==> src/rtl/codec_rst_pkg.sv <==
package codec_rst_pkg;

  typedef enum logic [1:0] {
    PH_RUN   = 2'd0,
    PH_ENTER = 2'd1,
    PH_DOWN  = 2'd2,
    PH_LEAVE = 2'd3
  } phase_t;

  // width of a counter that holds 0 .. n-1
  function automatic int unsigned cnt_w(input int unsigned n);
    return (n < 2) ? 1 : $clog2(n);
  endfunction

endpackage

==> src/rtl/crs_reset_delay.sv <==
module crs_reset_delay
  import codec_rst_pkg::*;
#(
  parameter int unsigned ENTER_FRAMES = 5,
  parameter int unsigned LEAVE_FRAMES = 2
) (
  input  logic clk,
  input  logic rst_n,
  input  logic tick,
  input  logic run,
  output logic int_rst
);
  localparam int unsigned MAXF = (ENTER_FRAMES > LEAVE_FRAMES) ? ENTER_FRAMES : LEAVE_FRAMES;
  localparam int unsigned CW = cnt_w(MAXF);

  logic          down_q;
  logic [CW-1:0] cnt_q;
  logic [CW-1:0] last;
  phase_t        ph;

  always_comb begin
    if (down_q) ph = run ? PH_LEAVE : PH_DOWN;
    else        ph = run ? PH_RUN : PH_ENTER;
  end

  assign last = (ph == PH_LEAVE) ? CW'(LEAVE_FRAMES - 1) : CW'(ENTER_FRAMES - 1);

  always_ff @(posedge clk or negedge rst_n) begin
    if (!rst_n) begin
      down_q <= 1'b1;
      cnt_q  <= '0;
    end else if (ph == PH_RUN || ph == PH_DOWN) begin
      cnt_q <= '0;
    end else if (tick) begin
      if (cnt_q == last) begin
        down_q <= ~down_q;
        cnt_q  <= '0;
      end else begin
        cnt_q <= cnt_q + 1'b1;
      end
    end
  end

  assign int_rst = down_q;

  // reset is entered only while the run bit is low
  assert_enter_on_low_R2: assert property (@(posedge clk) disable iff (!rst_n)
    $rose(down_q) |-> $past(!run));
  // reset is left only while the run bit is high
  assert_leave_on_high_R3: assert property (@(posedge clk) disable iff (!rst_n)
    $fell(down_q) |-> $past(run));
  // the internal reset moves only on a frame strobe
  assert_move_on_tick_R9: assert property (@(posedge clk) disable iff (!rst_n)
    !$stable(down_q) |-> $past(tick));
  // the counter never passes the active limit
  assert_cnt_bound_R8: assert property (@(posedge clk) disable iff (!rst_n)
    cnt_q <= CW'(MAXF - 1));
endmodule

==> src/rtl/crs_init_timer.sv <==
module crs_init_timer
  import codec_rst_pkg::*;
#(
  parameter int unsigned INIT_FRAMES = 516
) (
  input  logic clk,
  input  logic rst_n,
  input  logic tick,
  input  logic int_rst,
  output logic busy
);
  localparam int unsigned CW = cnt_w(INIT_FRAMES);

  logic          busy_q;
  logic [CW-1:0] cnt_q;

  always_ff @(posedge clk or negedge rst_n) begin
    if (!rst_n) begin
      busy_q <= 1'b1;
      cnt_q  <= '0;
    end else if (int_rst) begin
      busy_q <= 1'b1;
      cnt_q  <= '0;
    end else if (busy_q && tick) begin
      if (cnt_q == CW'(INIT_FRAMES - 1)) begin
        busy_q <= 1'b0;
        cnt_q  <= '0;
      end else begin
        cnt_q <= cnt_q + 1'b1;
      end
    end
  end

  assign busy = busy_q;

  // initialisation ends only on a frame outside reset
  assert_init_end_R5: assert property (@(posedge clk) disable iff (!rst_n)
    $fell(busy_q) |-> $past(tick && !int_rst));
  // entering reset abandons any progress
  assert_init_abort_R11: assert property (@(posedge clk) disable iff (!rst_n)
    int_rst |=> (busy_q && cnt_q == '0));
endmodule

==> src/rtl/crs_flag_timer.sv <==
module crs_flag_timer
  import codec_rst_pkg::*;
#(
  parameter int unsigned FLAG_FRAMES = 7,
  parameter int unsigned NFLAG       = 2
) (
  input  logic             clk,
  input  logic             rst_n,
  input  logic             tick,
  input  logic             run,
  output logic [NFLAG-1:0] zflag
);
  localparam int unsigned CW = cnt_w(FLAG_FRAMES);

  logic          zf_q;
  logic [CW-1:0] cnt_q;

  always_ff @(posedge clk or negedge rst_n) begin
    if (!rst_n) begin
      zf_q  <= 1'b1;
      cnt_q <= '0;
    end else if (!run) begin
      zf_q  <= 1'b1;
      cnt_q <= '0;
    end else if (zf_q && tick) begin
      if (cnt_q == CW'(FLAG_FRAMES - 1)) begin
        zf_q  <= 1'b0;
        cnt_q <= '0;
      end else begin
        cnt_q <= cnt_q + 1'b1;
      end
    end
  end

  for (genvar i = 0; i < NFLAG; i++) begin : g_flag
    assign zflag[i] = zf_q;
  end

  // a low run bit raises the flags on the next clock
  assert_flag_set_R6: assert property (@(posedge clk) disable iff (!rst_n)
    !run |=> zf_q);
  // the flags fall only on a frame with the run bit high
  assert_flag_clear_R7: assert property (@(posedge clk) disable iff (!rst_n)
    $fell(zf_q) |-> $past(run && tick));
endmodule

==> src/rtl/codec_rst_seq.sv <==
module codec_rst_seq
  import codec_rst_pkg::*;
#(
  parameter int unsigned ENTER_FRAMES = 5,
  parameter int unsigned LEAVE_FRAMES = 2,
  parameter int unsigned FLAG_FRAMES  = 7,
  parameter int unsigned INIT_FRAMES  = 516,
  parameter int unsigned NFLAG        = 2
) (
  input  logic             clk,
  input  logic             rst_n,
  input  logic             frame_tick,
  input  logic             run_req,
  output logic             int_rst,
  output logic             adc_en,
  output logic             dac_en,
  output logic             sdo_force_low,
  output logic             adc_zero,
  output logic [NFLAG-1:0] zflag,
  output logic             ready
);
  logic down;
  logic init_busy;

  crs_reset_delay #(
    .ENTER_FRAMES(ENTER_FRAMES),
    .LEAVE_FRAMES(LEAVE_FRAMES)
  ) u_delay (
    .clk    (clk),
    .rst_n  (rst_n),
    .tick   (frame_tick),
    .run    (run_req),
    .int_rst(down)
  );

  crs_init_timer #(
    .INIT_FRAMES(INIT_FRAMES)
  ) u_init (
    .clk    (clk),
    .rst_n  (rst_n),
    .tick   (frame_tick),
    .int_rst(down),
    .busy   (init_busy)
  );

  crs_flag_timer #(
    .FLAG_FRAMES(FLAG_FRAMES),
    .NFLAG      (NFLAG)
  ) u_flag (
    .clk  (clk),
    .rst_n(rst_n),
    .tick (frame_tick),
    .run  (run_req),
    .zflag(zflag)
  );

  assign int_rst       = down;
  assign adc_en        = ~down;
  assign dac_en        = ~down;
  assign sdo_force_low = down;
  assign adc_zero      = down | init_busy;
  assign ready         = ~down & ~init_busy;

  // ready implies the converter blocks are running
  assert_ready_running_R10: assert property (@(posedge clk) disable iff (!rst_n)
    ready |-> (adc_en && dac_en && !sdo_force_low));
  // the serial output is released only with the blocks enabled
  assert_sdo_vs_en_R4: assert property (@(posedge clk) disable iff (!rst_n)
    (sdo_force_low != adc_en) && (adc_en == dac_en));
endmodule

==> config.mk <==
export PLATFORM = sky130hd
export DESIGN_NAME = codec_rst_seq
export DESIGN_NICKNAME = d
export VERILOG_FILES = /design/src/rtl/codec_rst_pkg.sv /design/src/rtl/crs_reset_delay.sv /design/src/rtl/crs_init_timer.sv /design/src/rtl/crs_flag_timer.sv /design/src/rtl/codec_rst_seq.sv
export SDC_FILE = /design/constraint.sdc
export NUM_CORES = 1
export LEC_CHECK = 0
export BUFFER_PORTS_ARGS = -buffer_cell sky130_fd_sc_hd__buf_4
export CAP_MARGIN = 20
export CORE_UTILIZATION = 45
export DETAILED_ROUTE_END_ITERATION = 6
export PLACE_DENSITY = 0.65
export SETUP_SLACK_MARGIN = 0.1
export SLEW_MARGIN = 40
export SYNTH_ARGS = -nofsm -noshare
export SYNTH_HDL_FRONTEND = slang
export SYNTH_SLANG_ARGS = --single-unit
==> constraint.sdc <==
create_clock -name clk -period 3.5 [get_ports clk]
set_input_delay 0.175 -clock clk [delete_from_list [all_inputs] [get_ports clk]]
set_output_delay 0.175 -clock clk [all_outputs]
set_load 0.005 [all_outputs]
==> out/qor.txt <==
WS Path Type = reg -> reg
row count = 16
vias post-DR = 786
layout cells sized above 1 = 0.192
clock buffer count from CTS = 3
CTS max path bufs = 2
run status = finished clean
post-cts sizing count = 0
P_sw = 0.000210 W
CTS tree = done
first drt pass iteration count = 4
DR DRC count = 0
max-slew violations = 0
clk_skew = 0.00802 ns
Starting Density = 0.499
CP Launch Type = flip-flop
Flop pwr share = 0.529
Post-synth ARST share = 1.00
Post-Synth XOR/XNOR Area = 0.0688
fin nets = 128
Max Fclk = 541 MHz
vias in the first global route = 790
fill cell count = 206
Worst Path Arrival = 2.03 ns
syn nets = 115
global-route total usage across every layer = 0.187
setup violators final = 0
cts hold-fix bufs = 2
clock network power share = 0.200
area share of fa/ha/maj cells after synthesis = 0.0369
synthesis-to-layout area growth = 13.0%
area of the core = 0.00204 sq mm
total of max-cap violations = 0
commonest non-fill, non-tap cell in the layout = dfrtp_1
commonest non-fill, non-tap cells in the layout = dfrtp_1, nand2_1, nor2_1, buf_4, a21oi_1
sw frac = 0.354
Final Non-Filler Cells = 147
Mapped Cells = 108
largest cells by area after synthesis = dfrtp_1, dfstp_2, nand2_1, xnor2_1, nor2_1
DP Wirelength = 1350 microns
RSZ-0062 raised after global routing = no
final wirelength = 1860 microns
VDD IR-drop max = 0.317 mV
post-synth top area cell = dfrtp_1
Synth Register Bits = 19
largest net degree at the start of global routing = 20
total internal power = 0.000382 W
initial drt markers = 8
critical path peak fanout = 7
global-route wire length before repair = 3480 microns
top_reg_cell synth = dfrtp_1
Syn Std Cell Area = 0.00102 sq mm
clk sinks = 19
sequential area share after synthesis = 0.471
routed length per instance = 12.6 microns
P_leak = 0.498 nW
Post-synth EDFFs = 0
Synth cell types = 32
Crit. End Element = flip-flop
final hold vios = 0
die width = 49.6 microns
initial antenna violation count = 0
critical path required time = 3.68 ns
minimum clock period = 1.85 ns
Final TNS setup = 0 ns
clk slew on worst S/H paths = 0.11 ns
ant diodes = 0
mux cell area share after synthesis = 0
Via density = 5.35
postcts setup bufs = 0
DIE HEIGHT = 49.6 microns
worst-skew pair later-pin latency = 0.31 ns
Comb power frac = 0.271
Die Footprint = 0.00246 sq mm
Pwr Density = 514 mW/mm^2
largest family of logic cells by synthesized area = simple AND/OR/NAND/NOR gates
worst hold path class = in -> reg
Port Buffer Count = 11
Compound-Gate Fraction of Synth Area = 0.119
GRT overflow = 0
post-route clock period utilization = 0.529
share of the synthesized area in the top cell type = 0.393
DRT antenna net count = 0
total design power = 0.000591 W
H-tree Lvls = 1
YS warnings = 0
Avg Cell Area, Syn = 9.43 sq um
Synth Area in Simple Gates = 0.257
Tightest Pin Transition = 0.545 ns
slew margin rel. = 0.634
root buffer cell = clkbuf_4
total I/O pin count = 12
placed cells = 141
RD Place Congestion = 0.816
[worst paths after layout]
kind,from,end,slack (ns),cells past startpoint
min in group asynchronous,rst_n,u_init.cnt_q[3]$_DFFE_PN0P_,0.25,2
setup reg to reg,u_init.cnt_q[0]$_DFFE_PN0P_,u_init.cnt_q[7]$_DFFE_PN0P_,1.65,5
hold reg to reg,u_flag.zf_q$_DFFE_PN1P_,u_flag.zf_q$_DFFE_PN1P_,0.53,2
hold / removal,frame_tick,u_init.cnt_q[1]$_DFFE_PN0P_,0.21,3
setup / recovery,u_init.cnt_q[0]$_DFFE_PN0P_,u_init.cnt_q[7]$_DFFE_PN0P_,1.65,5
max in group asynchronous,rst_n,u_delay.int_rst$_DFFE_PN1P_,2.97,2
[final cells by class]
type                    count  area (sq um)  area share
well taps                  27          33.8      0.0293
clock buffers               3          22.5      0.0196
flip-flops and latches     19           479       0.416
inverters                   4          15.0      0.0130
multi-input cells          80           490       0.426
clock inverters             1          7.51     0.00652
repair buffers             13           103      0.0891
[per-layer routing]
| metal | vias up | global-route usage | part of all wire |
|---|---|---|---|
| li1 | 398 | - | - |
| met1 | 375 | 0.237 | 0.46 |
| met2 | 11 | 0.311 | 0.51 |
| met3 | 2 | 0.0370 | 0.023 |
| met4 | 0 | 0.0762 | 0.013 |
| met5 | - | 0 | 0 |
[power groups by stage]
| stage | Clock [W] | Sequential [W] | Combinational [W] |
|---|---|---|---|
| CTS | 0.000125 | 0.000312 | 0.000162 |
| floorplan | 0 | 0.000304 | 0.000116 |
| global placement | 0 | 0.000315 | 0.000157 |
| global route | 0.000135 | 0.000319 | 0.000185 |
| finish | 0.000118 | 0.000313 | 0.000160 |
| detailed placement | 0 | 0.000317 | 0.000160 |
[cells by family (layout without fill, tap and decap cells)]
| group | count (synthesis) | in the layout |
|---|---|---|
| AND/OR/NAND/NOR | 50 | 50 |
| AO/OA/AOI/OAI | 19 | 19 |
| flip-flops | 19 | 19 |
| buffers and inverters | 9 | 21 |
| XOR/XNOR | 8 | 8 |
| adder cells (fa/ha/maj) | 3 | 3 |
[registers in the layout, indices dropped and copies added, names as in the netlist]
name	flops
u_delay.int_rst	1
u_delay.cnt_q	3
u_init.busy	1
u_init.cnt_q	10
u_flag.cnt_q	3
u_flag.zf_q	1
[cells in the mapped netlist (2+ instances only)]
cell      instances
nand2_1          15
nor3_1            5
o31ai_1           2
nor2_1           11
o21ai_0           2
dfrtp_1          16
nor3b_1           2
inv_1             4
dfstp_2           3
ha_1              3
a21oi_2           2
xnor2_1           6
nand3_1           2
buf_4             4
nand4_1           2
nor2b_1           2
xor2_1            2
a21oi_1           7
nand2b_1          2
o21ai_1           2
nor4b_1           3
[stage by stage]
stage | hold slack, ns | util | instance area (sq um) | setup slack [ns]
after floorplan | -0.121 | - | 1020 | 1.86
after global placement | 0.0640 | 0.539 | 1100 | 1.75
after detailed placement | 0.0621 | 0.539 | 1100 | 1.65
after CTS | 0.199 | 0.564 | 1150 | 1.63
after global routing | 0.217 | 0.564 | 1150 | 1.41
final | 0.206 | 0.564 | 1150 | 1.65
[worst max-delay path, cell delays in order, from the launching register on]
cell and delay, ns:
dfrtp_1 0.40, ha_1 0.20, nor4b_1 0.23, nand4b_1 0.27, o21ai_1 0.52, nor2_1 0.10
No activity file was read; power rests on OpenSTA's default activity.
